===== src/rtl/xpc_classifier.sv =====
module xpc_classifier #(
  parameter int EXP_W   = 15,
  parameter int MAN_W   = 64,
  parameter int ENTRIES = 8
) (
  input  logic                       clk,
  input  logic                       rst_n,
  input  logic [EXP_W+MAN_W:0]       exam_value,
  input  logic                       exam_empty,
  output logic [3:0]                 exam_cc,
  output logic [1:0]                 exam_tag,
  input  logic                       walk_start,
  input  logic [ENTRIES*(EXP_W+MAN_W+1)-1:0] reg_values,
  input  logic [ENTRIES-1:0]         reg_empty,
  output logic                       walk_busy,
  output logic                       walk_done,
  output logic [2*ENTRIES-1:0]       tag_word,
  output logic [ENTRIES-1:0]         tag_abridged
);
  localparam int VAL_W = 1 + EXP_W + MAN_W;
  localparam int IDX_W = (ENTRIES > 1) ? $clog2(ENTRIES) : 1;
  localparam logic [IDX_W-1:0] LAST = IDX_W'(ENTRIES - 1);
  localparam logic [EXP_W-1:0] EXP_MAX = '1;
  localparam logic [MAN_W-1:0] MAN_INF = {1'b1, {(MAN_W-1){1'b0}}};

  function automatic logic [1:0] tag_of(input logic [VAL_W-1:0] v, input logic empty);
    logic [EXP_W-1:0] e;
    logic [MAN_W-1:0] m;
    e = v[VAL_W-2 -: EXP_W];
    m = v[MAN_W-1:0];
    if (empty)                                     return 2'b11;
    else if (e == '0 && m == '0)                   return 2'b01;
    else if (e == '0 || e == EXP_MAX || !m[MAN_W-1]) return 2'b10;
    else                                           return 2'b00;
  endfunction

  wire [EXP_W-1:0] ex_exp = exam_value[VAL_W-2 -: EXP_W];
  wire [MAN_W-1:0] ex_man = exam_value[MAN_W-1:0];
  wire             ex_sgn = exam_value[VAL_W-1];

  logic [2:0] c320;
  always_comb begin
    if (exam_empty)            c320 = 3'b101;
    else if (ex_exp == EXP_MAX) c320 = (ex_man == MAN_INF) ? 3'b011 : 3'b001;
    else if (ex_exp == '0)      c320 = (ex_man == '0) ? 3'b100 : 3'b110;
    else                        c320 = 3'b010;
  end

  assign exam_cc  = {c320[2], c320[1], ex_sgn, c320[0]};
  assign exam_tag = tag_of(exam_value, exam_empty);

  logic [IDX_W-1:0] idx;
  wire  [VAL_W-1:0] walk_val = reg_values[int'(idx)*VAL_W +: VAL_W];

  always_ff @(posedge clk or negedge rst_n) begin
    if (!rst_n) begin
      walk_busy    <= 1'b0;
      walk_done    <= 1'b0;
      idx          <= '0;
      tag_word     <= '1;
      tag_abridged <= '0;
    end else begin
      walk_done <= 1'b0;
      if (walk_busy) begin
        tag_word[2*int'(idx) +: 2] <= tag_of(walk_val, reg_empty[idx]);
        tag_abridged[idx]          <= ~reg_empty[idx];
        if (idx == LAST) begin
          walk_busy <= 1'b0;
          walk_done <= 1'b1;
        end else begin
          idx <= idx + 1'b1;
        end
      end else if (walk_start) begin
        walk_busy <= 1'b1;
        idx       <= '0;
      end
    end
  end
endmodule


===== config.mk =====
export PLATFORM = sky130hd
export DESIGN_NAME = xpc_classifier
export DESIGN_NICKNAME = d
export VERILOG_FILES = /design/src/rtl/xpc_classifier.sv
export SDC_FILE = /design/constraint.sdc
export NUM_CORES = 1
export LEC_CHECK = 0
export CAP_MARGIN = 30
export CELL_PAD_IN_SITES_DETAIL_PLACEMENT = 1
export CELL_PAD_IN_SITES_GLOBAL_PLACEMENT = 1
export CORE_AREA = 2 2 294 296
export DETAILED_ROUTE_END_ITERATION = 8
export DIE_AREA = 0 0 296 298
export GPL_ROUTABILITY_DRIVEN = 0
export PLACE_DENSITY_LB_ADDON = 0.1
export SYNTH_ARGS = -nofsm -noshare
export SYNTH_HDL_FRONTEND = slang
export SYNTH_SLANG_ARGS = --single-unit

===== constraint.sdc =====
create_clock -name clk -period 7.9 [get_ports clk]
set_input_delay 0.79 -clock clk [delete_from_list [all_inputs] [get_ports clk]]
set_output_delay 0.79 -clock clk [all_outputs]
set_load 0.05 [all_outputs]

## Yosys cells after proc, flatten, opt, wreduce, memory -nomap -nowiden

Index checks and enable logic that the tools add are counted.

| word-level totals | value |
|---|---|
| register bits | 29 |
| latch bits | 0 |
| bits in writable memories | 0 |
| memory bits (read-only) | 0 |
| input port bits | 732 |
| output and inout port bits | 32 |
| logic and storage cells | 60 |
| memories | 0 |

| cells by class | value |
|---|---|
| $add $sub $neg | 2 |
| multipliers | 1 |
| div/mod/pow operators | 0 |
| $lt $le $gt $ge | 2 |
| equality and inequality tests | 5 |
| shift-type cells | 3 |
| multiplexer cells | 26 |
| bitwise logic cells | 1 |
| reduce and logical (&&, ||, !) cells | 15 |

Operator list:

| cell | number |
|---|---|
| 640-bit by 11-bit variable part select with 79-bit output | 1 |
| 64-bit logical NOT | 2 |
| 64-bit == test (second input constant) | 1 |
| 4-bit negator with 33-bit output | 1 |
| 2-bit by 33-bit variable shift with 16-bit output (first input constant) | 1 |
| 2-bit by 33-bit variable part select with 16-bit output | 1 |
| 15-bit == test (second input constant) | 2 |
| 15-bit logical NOT | 2 |
| 2-bit two-way mux | 9 |
| 3-bit two-way mux | 6 |
| 16-bit bitwise mux | 1 |
| 8-bit bitwise mux | 1 |
| 1-bit two-way mux | 7 |
| 3-bit by 3-bit multiplier with 6-bit output (second input constant) | 1 |
| 1-bit logical OR | 4 |
| 3-bit by 4-bit less-than comparator with 1-bit output (second input constant) | 1 |
| 3-bit by 1-bit adder with 3-bit output (second input constant) | 1 |
| 1-bit binary-select mux with 3-bit select | 1 |
| 1-bit demux with 3-bit select | 1 |
| 3-bit == test (second input constant) | 1 |
| 3-bit by 1-bit greater-or-equal comparator with 1-bit output (second input constant) | 1 |
| 1-bit logical AND | 3 |
| 1-bit logical NOT | 2 |
| 2-bit != test (second input constant) | 1 |
| other kinds (3) | 3 |

## Depth between registers and ports, before layout

| logic depth | value |
|---|---|
| word-level depth | 11 |
| mapped depth | 13 |

## Worst setup path before layout

No wires, ideal clock.

| timing path | value |
|---|---|
| path kind | input-to-output |
| from | input port exam_value[53] |
| to | output port exam_cc[2] |
| data arrival time | 2,274 ps |
| data required time | 7,110 ps |
| slack | 4,836 ps |
| stages on the path | 5 |
| buffers on the path | 0 |
| path through | nor4_1 -> nand4_1 -> nor4_1 -> a22oi_1 -> nor2_1 |

| on the way | value |
|---|---|
| cells in the longest elaborated chain, start to end | 5 |

RTL lines:

| what | line | source |
|---|---|---|
| start, declared | 8 | `input logic [EXP_W+MAN_W:0] exam_value,` |
| 64-bit logical NOT | 45 | `else if (ex_exp == '0) c320 = (ex_man == '0) ? 3'b100 : 3'b110;` |
| 2-bit two-way mux | 45 |  |
| 3-bit two-way mux | 45 |  |
| 3-bit two-way mux * | 44 | `else if (ex_exp == EXP_MAX) c320 = (ex_man == MAN_INF) ? 3'b011 : 3'b001;` |
| 3-bit two-way mux * | 43 | `if (exam_empty) c320 = 3'b101;` |
| end, declared | 10 | `output logic [3:0] exam_cc,` |

Every way passes the cells marked *; elsewhere a longest branch is shown, timed or not.

## Worst setup path after layout

| timing path | value |
|---|---|
| from | input port exam_value[32] |
| to | output port exam_tag[0] |

| on the way | value |
|---|---|
| cells in the longest elaborated chain, start to end | 4 |

RTL lines:

| what | line | source |
|---|---|---|
| 64-bit logical NOT | 32 | `else if (e == '0 && m == '0) return 2'b01;` |
| 1-bit logical AND | 32 |  |
| 2-bit two-way mux | 32 |  |
| 2-bit two-way mux | 31 | `if (empty) return 2'b11;` |
| end, declared | 11 | `output logic [1:0] exam_tag,` |

No other way between the ends.

==> summary.md <==
| Metric | Value |
|---|---|
| Status | complete, no violations |
| Most frequent cells in the layout | clkdlybuf4s50_1, nor4_1, nor3_1 |
| Layout fillers | 10.0k |
| Via count | 8092 |
| Main combinational cell family by area after synthesis | simple AND/OR/NAND/NOR gates |
| Core area | 0.0849 mm2 |
| Min-delay worst type | register to register |
| Rows | approximately 110 |
| Hold buffers post-CTS | 0 |
| Post-Route WL | 56000 um |
| Commonest non-fill, non-tap cell in the layout | clkdlybuf4s50_1 |
| Final ANT Viol Nets | 0 |
| FF+latch count, synth | 29 |
| Post-synthesis compound-gate area fraction | 15.3% |
| Clock buffer depth | 2 |
| Global-route wire length before repair | 74800 um |
| Cts bufs inserted | 5 |
| Vias/cell | around 3.3 |
| Setup WS pre-CTS | roughly 3.1 ns |
| Max-cap violations | 0 |
| Simple-Gate Fraction of Synth Area | 46.0% |
| Post-DP HPWL | 51000 um |
| Post-route DRC | 0 |
| Top FF cell, synth | dfstp_2 |
| Final Net Count | 2069 |
| Met1 Use GR | ~14% |
| Fin Setup TNS | 0 ns |
| CP Class | input port to output pin |
| Setup bufs post-CTS | 0 |
| DRT Pass-1 Iters | 4 |
| I/O pin count | approximately 760 |
| Mean routed wirelength per cell | 22.5 um |
| Iter 0 DRT Violations | 139 |
| Vias in the first global route | roughly 9.4k |
| Sequential share of the synthesized area | 16.5% |
| Setup Skew | approximately 0.0054 ns |
| Tcrit/Tclk final | 58.4% |
| Most Crowded Layer GR | met2 |
| Peak supply drop | around 0.1 mV |
| Endpoints failing hold | 0 |
| Resized cells post-CTS | 0 |
| Leakage | 4.30 nW |
| PortBufs | ~750 |
| CTS tree | built |
| Syn Std Cell Area | 0.00451 mm2 |
| Effective utilization at floorplan | 5.32% |
| Gr usage total | ~12% |
| Grt met2 use | 22.8% |
| CTS root buf | clkbuf_16 |
| Layout Area Growth over Synthesis | 201% |
| Mux share of post-synthesis cell area | 14.7% |
| Placed insts | 2467 |
| Overall die height | roughly 300 um |
| Post-Syn Nets | 1323 |
| FFs w/ async S/R, synth | 100% |
| CTS sink count | 29 |
| CTS HTree Levels | 2 |
| Max Slew Vio Count | 0 |
| Worst setup margin | 3.29 ns |
| Xor-xnor portion of the synthesized cell area | less than 1% |
| Clock transition at path regs | 0.05 ns |
| Yosys cell types | 58 |
| Non-filler cells, final | 2489 |
| Die W | 296 um |
| R2r setup slk | 3.72 ns |
| Finish-stage setup viols | 0 |
| Post-synth EDFFs | 0 |
| Critical Path Sink Type | output pin |
| Clock Latency Late Sink | 0.28 ns |
| Yosys Warn Count | 0 |
| RSZ-0062 raised after global routing | no |
| Max Clk Rate | 0.217 GHz |
| Syn Area/Cell | 7.73 um2 |
| CP Launch Type | input port |
| Layout cell share with drive strength beyond 1 | 6.46% |
| Largest net degree at the start of global routing | 37 |
| Minimum clock period after layout | 4.61 ns |
| P per Cell Area | 182 mW/mm2 |
| Max_slew headroom | 29.6% |
| CP max FO | 2 |
| Syn Inst Count | between 500 and 600 |
| Grt total ovfl | 0 |
| Slew @ Worst Pin | 1.05 ns |
| CP arrival | 3.82 ns |
| Die Area | 0.0882 mm2 |
| WP data required | 7.11 ns |
| Initial antenna violation count | 13 |
| GR Util met3 | 3.17% |
| Adder-cell share of the synthesized area | a little under 2% |
## critical path, cell delays in order
cell	delay [ns]
clkdlybuf4s50_1	0.45
nor4_1	0.42
nand4_1	0.20
nor4_1	0.59
nand2_1	0.14
or2_2	0.32
nand2b_1	0.08
clkdlybuf4s50_1	0.83
## cell families (layout without fill, tap and decap cells)
| kind of cell | count (synthesis) | in the layout |
|---|---|---|
| AND/OR/NAND/NOR | 371 | 371 |
| buffers and inverters | 36 | 783 |
| multiplexers | 38 | 38 |
| AO/OA/AOI/OAI | 102 | 102 |
| other | 0 | 14 |
| flip-flops | 29 | 29 |
| adder cells (fa/ha/maj) | 7 | 7 |
| XOR/XNOR | 1 | 1 |
## state kept, by name (all words and copies together), names as in the netlist
| signal | cells |
|---|---|
| tag_abridged | 8 |
| tag_word | 16 |
| idx | 3 |
| walk_busy | 1 |
| walk_done | 1 |
## layer usage
layer | part of all wire, % | wire length, um
met5 | 0.073 | 41
met4 | 0.53 | 294
met2 | 53 | 29500
met1 | 40 | 22300
met3 | 6.9 | 3850
## worst paths after layout
| check | startpoint | to | cells after the start |
|---|---|---|---|
| min reg2reg | tag_word[12] | tag_word[12] | 2 |
| max reg2reg | idx[0] | tag_word[15] | 9 |
| min | tag_word[12] | tag_word[12] | 2 |
| max in group asynchronous | rst_n | idx[0] | 2 |
| min in group asynchronous | rst_n | tag_abridged[5] | 2 |
| max | exam_value[32] | exam_tag[0] | 8 |
## per-stage QoR
| step | util, % | cell area (um2) | total power [mW] | hold WS [ns] |
|---|---|---|---|---|
| finish | 16.0 | 13600 | 2.46 | 0.470 |
| global route | 16.0 | 13500 | 2.69 | 0.494 |
| CTS | 15.9 | 13500 | 2.59 | 0.477 |
| detailed placement | 15.8 | 13400 | 2.39 | 0.469 |
| global placement | 15.8 | 13400 | 2.37 | 0.469 |
| floorplan | - | 4510 | 1.32 | 0.494 |
## area by class of cell
class	instances	area [um2]	share of cell area (%)
diodes	14	35.0	0.258
clock buffers	6	129	0.950
clock inverters	2	10.0	0.0738
inverters	7	26.3	0.194
multi-input cells	519	3530	26.0
flip-flops and latches	29	752	5.54
well taps	1144	1430	10.6
repair buffers	768	7650	56.4
## synthesized netlist by cell type (3+ instances only)
cell type | number | area [um2]
a21oi_1 | 18 | 90.1
a221oi_1 | 3 | 26.3
a22oi_1 | 8 | 60.1
a31oi_1 | 7 | 43.8
buf_2 | 9 | 45.0
buf_6 | 4 | 45.0
clkbuf_1 | 8 | 30.0
dfrtp_1 | 13 | 325
dfstp_2 | 16 | 420
ha_1 | 7 | 87.6
inv_1 | 4 | 15.0
mux2i_1 | 15 | 150
mux4_2 | 20 | 450
nand2_1 | 44 | 165
nand2b_1 | 4 | 25.0
nand3_1 | 21 | 105
nand4_1 | 38 | 238
nor2_1 | 51 | 191
nor2b_1 | 5 | 31.3
nor3_1 | 54 | 270
nor3_2 | 9 | 90.1
nor4_1 | 123 | 769
nor4_2 | 4 | 50.1
nor4b_1 | 4 | 35.0
o21ai_0 | 30 | 150
o22ai_1 | 8 | 50.1
o31ai_1 | 9 | 67.6
o32ai_1 | 5 | 43.8
or2_2 | 3 | 18.8
## where the power goes
group | internal [mW] | leakage, nW | switching, mW | total, mW
Combinational | 0.813 | 3.91 | 1.13 | 1.94
Clock | 0.116 | 0.0707 | 0.0684 | 0.184
Sequential | 0.234 | 0.314 | 0.105 | 0.339
Total | 1.16 | 4.30 | 1.30 | 2.46
Power figures use the tool's default switching activity.
